File: config.mk
export PLATFORM = sky130hd
export DESIGN_NAME = pic_vectored
export DESIGN_NICKNAME = d
export VERILOG_FILES = /design/src/rtl/pic_pkg.sv /design/src/rtl/pic_prio_enc.sv /design/src/rtl/pic_cfg_regs.sv /design/src/rtl/pic_track.sv /design/src/rtl/pic_vectored.sv
export SDC_FILE = /design/constraint.sdc
export NUM_CORES = 1
export LEC_CHECK = 0
export BUFFER_PORTS_ARGS = -buffer_cell sky130_fd_sc_hd__buf_2
export CAP_MARGIN = 30
export CORE_ASPECT_RATIO = 0.8
export CORE_MARGIN = 5
export CORE_UTILIZATION = 30
export CTS_BUF_LIST = sky130_fd_sc_hd__clkbuf_4
export DETAILED_ROUTE_END_ITERATION = 6
export GPL_TIMING_DRIVEN = 1
export SETUP_SLACK_MARGIN = 0.4
export SYNTH_ARGS = -nofsm -noshare
export SYNTH_HDL_FRONTEND = slang
export SYNTH_HIERARCHICAL = 1
export SYNTH_SLANG_ARGS = --single-unit
File: constraint.sdc
create_clock -name clk_i -period 3.35 [get_ports clk_i]
set_input_delay 0.5025 -clock clk_i [delete_from_list [all_inputs] [get_ports clk_i]]
set_output_delay 0.5025 -clock clk_i [all_outputs]
set_load 0.01 [all_outputs]
File: src/rtl/pic_pkg.sv
package pic_pkg;
  localparam int unsigned PIC_N_LVL  = 8;
  localparam int unsigned PIC_BASE_W = 5;

  function automatic logic [PIC_N_LVL-1:0] lvl_bit(input logic [$clog2(PIC_N_LVL)-1:0] lvl);
    logic [PIC_N_LVL-1:0] r;
    r = '0;
    r[lvl] = 1'b1;
    return r;
  endfunction
endpackage

File: src/rtl/pic_prio_enc.sv
module pic_prio_enc #(
  parameter int unsigned N  = 8,
  parameter int unsigned IW = $clog2(N)
) (
  input  logic [N-1:0]  req_i,
  output logic          vld_o,
  output logic [IW-1:0] idx_o
);
  always_comb begin
    idx_o = '0;
    for (int i = N - 1; i >= 0; i--) begin
      if (req_i[i]) idx_o = IW'(i);
    end
    vld_o = |req_i;
  end
endmodule

File: src/rtl/pic_cfg_regs.sv
module pic_cfg_regs #(
  parameter int unsigned N      = 8,
  parameter int unsigned BASE_W = 5
) (
  input  logic              clk_i,
  input  logic              rst_ni,
  input  logic              mask_we_i,
  input  logic [N-1:0]      mask_i,
  input  logic              base_we_i,
  input  logic [BASE_W-1:0] base_i,
  output logic [N-1:0]      mask_q_o,
  output logic [BASE_W-1:0] base_q_o
);
  always_ff @(posedge clk_i or negedge rst_ni) begin
    if (!rst_ni) begin
      mask_q_o <= '0;
      base_q_o <= '0;
    end else begin
      if (mask_we_i) mask_q_o <= mask_i;
      if (base_we_i) base_q_o <= base_i;
    end
  end
endmodule

File: src/rtl/pic_track.sv
module pic_track #(
  parameter int unsigned N  = 8,
  parameter int unsigned IW = $clog2(N)
) (
  input  logic          clk_i,
  input  logic          rst_ni,
  input  logic [N-1:0]  irq_i,
  input  logic [N-1:0]  mask_i,
  input  logic          ack_i,
  input  logic [IW-1:0] ack_lvl_i,
  input  logic          eoi_i,
  input  logic [IW-1:0] eoi_lvl_i,
  output logic [N-1:0]  pend_q_o,
  output logic [N-1:0]  isr_q_o
);
  logic [N-1:0] ack_bit, eoi_bit;

  always_comb begin
    ack_bit = '0;
    eoi_bit = '0;
    if (ack_i) ack_bit[ack_lvl_i] = 1'b1;
    if (eoi_i) eoi_bit[eoi_lvl_i] = 1'b1;
  end

  always_ff @(posedge clk_i or negedge rst_ni) begin
    if (!rst_ni) begin
      pend_q_o <= '0;
      isr_q_o  <= '0;
    end else begin
      // requests are re-sampled every edge; the acked line skips one sample
      pend_q_o <= irq_i & ~mask_i & ~ack_bit;
      isr_q_o  <= (isr_q_o & ~eoi_bit) | ack_bit;
    end
  end
endmodule

File: src/rtl/pic_vectored.sv
module pic_vectored #(
  parameter int unsigned N_LVL  = pic_pkg::PIC_N_LVL,
  parameter int unsigned BASE_W = pic_pkg::PIC_BASE_W,
  localparam int unsigned LVL_W = $clog2(N_LVL),
  localparam int unsigned VEC_W = BASE_W + LVL_W
) (
  input  logic              clk_i,
  input  logic              rst_ni,
  input  logic [N_LVL-1:0]  irq_i,
  input  logic              mask_we_i,
  input  logic [N_LVL-1:0]  mask_i,
  input  logic              base_we_i,
  input  logic [BASE_W-1:0] base_i,
  input  logic              eoi_i,
  input  logic [LVL_W-1:0]  eoi_lvl_i,
  input  logic              inta_i,
  output logic              int_o,
  output logic [VEC_W-1:0]  vec_o,
  output logic              vec_oe_o
);
  logic [N_LVL-1:0]  mask_q, pend_q, isr_q;
  logic [BASE_W-1:0] base_q;
  logic              pend_vld, isr_vld, ack;
  logic [LVL_W-1:0]  pend_idx, isr_idx;

  pic_cfg_regs #(.N(N_LVL), .BASE_W(BASE_W)) u_cfg (
    .clk_i    (clk_i),
    .rst_ni   (rst_ni),
    .mask_we_i(mask_we_i),
    .mask_i   (mask_i),
    .base_we_i(base_we_i),
    .base_i   (base_i),
    .mask_q_o (mask_q),
    .base_q_o (base_q)
  );

  pic_track #(.N(N_LVL)) u_track (
    .clk_i    (clk_i),
    .rst_ni   (rst_ni),
    .irq_i    (irq_i),
    .mask_i   (mask_q),
    .ack_i    (ack),
    .ack_lvl_i(pend_idx),
    .eoi_i    (eoi_i),
    .eoi_lvl_i(eoi_lvl_i),
    .pend_q_o (pend_q),
    .isr_q_o  (isr_q)
  );

  pic_prio_enc #(.N(N_LVL)) u_pend_enc (.req_i(pend_q), .vld_o(pend_vld), .idx_o(pend_idx));
  pic_prio_enc #(.N(N_LVL)) u_isr_enc  (.req_i(isr_q),  .vld_o(isr_vld),  .idx_o(isr_idx));

  // a pending line may interrupt only if it outranks every level in service
  assign int_o    = pend_vld && (!isr_vld || (pend_idx < isr_idx));
  assign ack      = inta_i && int_o;
  assign vec_oe_o = ack;
  assign vec_o    = ack ? {base_q, pend_idx} : '0;
endmodule

==> metrics.cfg <==
[sta]
maxSlewViolCount = 0
min_period_ns = 2.79
rsz0062_at_grt = no
fmaxAchievable_ghz = 0.358
hold_ws_ns = 0.193
clock_skew_ns = 0.00658
post-route-period-util = 0.834
setup_violations = 0
setup_ws_ns = 0.556
finalHoldViolCount = 0
fin_setup_tns_ns = 0
max_slew.worst_pin.slew_ns = 0.648
relSlewSlack = 0.568

[synthesis]
yosysUniqueCellTypes = 40
netlist_area_um2 = 1580
synth_seq_cells = 29
synth_area_leaders = dfrtp_1 46%, mux2_4 7.6%, a21oi_2 3.9%, mux2_2 3.6%, and3b_1 2.8%
syn_avg_cell_area_um2 = 11.7
yosysWarnings = 6
yosys.area_share.simple = 0.211
synth_fa_ha_area_frac = 0.0158
synthXorXnorAreaFrac = 0
synth_top_area_share = 0.460
synth_compound_area_frac = 0.160
synth_top_family_by_area = simple AND/OR/NAND/NOR gates
synth-async-reset-ratio = 1.00
yosys.area.top_type = dfrtp_1
synth-seq-area-share = 0.460
synth_commonest_cells = 29 x dfrtp_1, 8 x mux2_4, 8 x nand2_1
muxShareOfSynthArea = 0.112
synth_edf_count = 0
yosysMostFrequentCell = dfrtp_1
netlist_instances = 135
synth_nets = 167
synth_top_flop_cell = dfrtp_1

[detailed_routing]
vias_per_cell = 4.87
route.detailed.drc = 0
vias = 1174
drt_iter0_markers = 29
wire_per_inst_um = 14.3
antenna_left = 0
dr.pass1.iters = 4
wl_mm = 3.45

[cts]
cts_num_sinks = 29
hold_buffers = 0
root_buffer = clkbuf_4
cts-htree-levels = 2
worstSkewPairLatency_ns = 0.32
clockBufferDepth = 2
numCtsBuffers = 5
cts_tree = done
clk_pin_slew_ns = 0.10

[global_routing]
overflow = 0
grtUsageMet3 = 0.0350
grt_start_max_net_pins = 30
grt_pass1_wl_mm = 5.54
grt_busiest_layer = met2
grt_pass1_vias = 1147
grt.total_usage = 0.104
grt_use_met1 = 0.148
antenna_found_initial = 0
use_met2 = 0.149

[place]
dp_hpwl_mm = 2.67
dpl_worst_slack_ns = 0.415
gp_congestion = 0.739
io_buffers = 39

[die]
num_rows = 23
die_area_um2 = 6820
die_h_um = 74.9
start_util = 0.312
die_w_um = 91.1
ioPinCount = 40
core_area_um2 = 5060

[critical_path]
cp_max_fo = 10
required_ns = 2.85
end_kind = output port
worst-setup-path-type = reg2out
start_kind = register
arrival_ns = 2.29
regToRegSetupSlack_ns = 0.69

[job]
cap_violations = 0

[final_layout]
final_core_util = 0.377
num_antenna_cells = 0
fin_nets = 210
synthToLayoutAreaGrowth_pct = 20.8
layout-drive-gt1-share = 0.441
fill_cells = 531

[pwr]
power.leakage_uw = 0.000903
power_density_nw_per_um2 = 641
peakVddDrop_v = 0.000242

[worst_hold_path]
min_path_type = in2async

[status]
run_status = complete, no violations

==> where the power goes <==
part / internal (uW) / leakage (uW) / switching (uW)
combinational: 246 / 0.000513 / 289
clock: 79.3 / 0.0000326 / 127
sequential: 418 / 0.000357 / 63.7
==> flip-flops by register name (all words and copies together), names as in the netlist <==
| signal | flops |
|---|---|
| u_cfg/base_q_o | 5 |
| u_cfg/mask_q_o | 8 |
| u_track/isr_q_o | 8 |
| u_track/pend_q_o | 8 |
==> cell usage in the layout (no fill, tap or decap), types with 3 or more instances in the layout <==
cell type / netlist / layout
nand4bb_1: 3 / 3
nand4b_1: 3 / 3
a21oi_2: 7 / 7
buf_2: 2 / 39
inv_1: 7 / 7
mux2_4: 8 / 8
and3b_1: 5 / 4
mux2_2: 5 / 5
o21ai_0: 4 / 4
clkbuf_4: 0 / 5
nor2_1: 7 / 7
nor3b_1: 4 / 4
nand2_1: 8 / 8
dfrtp_1: 29 / 29
a21o_1: 4 / 4
buf_4: 0 / 3
==> cells by family after synthesis <==
family	count (synthesis)
AOI/OAI and AO/OA	31
adders and majority gates	2
buffers and inverters	13
DFF	29
muxes	13
and+or+nand+nor	47
==> path summary, 6_finish.rpt <==
kind | cells after the start | to | start
setup / recovery | 6 | vec_o[2] | u_track/pend_q_o[4]
hold / removal | 1 | u_cfg/mask_q_o[3] | rst_ni
setup reg to reg | 8 | u_track/pend_q_o[0] | u_track/pend_q_o[4]
hold reg to reg | 1 | u_track/pend_q_o[6] | u_cfg/mask_q_o[6]
max in group asynchronous | 1 | u_track/pend_q_o[2] | rst_ni
min in group clk_i | 2 | u_cfg/mask_q_o[6] | mask_i[6]
==> area by class of cell <==
| class | count | area, um^2 | share of cell area |
|---|---|---|---|
| clock inverter | 3 | 17.5 | 0.00918 |
| sequential | 29 | 726 | 0.380 |
| multi-input combinational | 93 | 806 | 0.422 |
| clock buffer | 5 | 37.5 | 0.0197 |
| inverter | 7 | 26.3 | 0.0138 |
| timing repair buffer | 42 | 218 | 0.114 |
| tap | 62 | 77.6 | 0.0407 |
==> worst max-delay path, cell delays in order (launching register included) <==
cell     delay [ns]
dfrtp_1        0.41
nor4_2         0.30
and3b_2        0.30
ha_1           0.30
o21a_2         0.32
a21oi_2        0.19
buf_2          0.15
==> stage by stage <==
stage	instances	area (um^2)	total power, uW
6_report	241	1910	1220
5_1_grt	241	1910	1310
4_1_cts	241	1900	1220
3_5_place_dp	232	1830	987
3_3_place_gp	232	1830	980
2_1_floorplan	135	1580	870
==> routing by layer <==
layer,vias to the layer above,share of wire
li1,587,-
met1,559,0.51
met2,26,0.44
met3,2,0.051
met4,0,0.0046
met5,-,0
==> timing repair <==
| action | 4_1_cts | 5_1_grt |
|---|---|---|
| pin swaps | 1 | 0 |
| setup endpoints to repair | 6 | 10 |
| endpoints found under the hold margin | 0 | 0 |
| buffers inserted | 1 | 0 |
| gates resized for setup | 3 | 3 |
No activity file was read; power rests on OpenSTA's default activity.
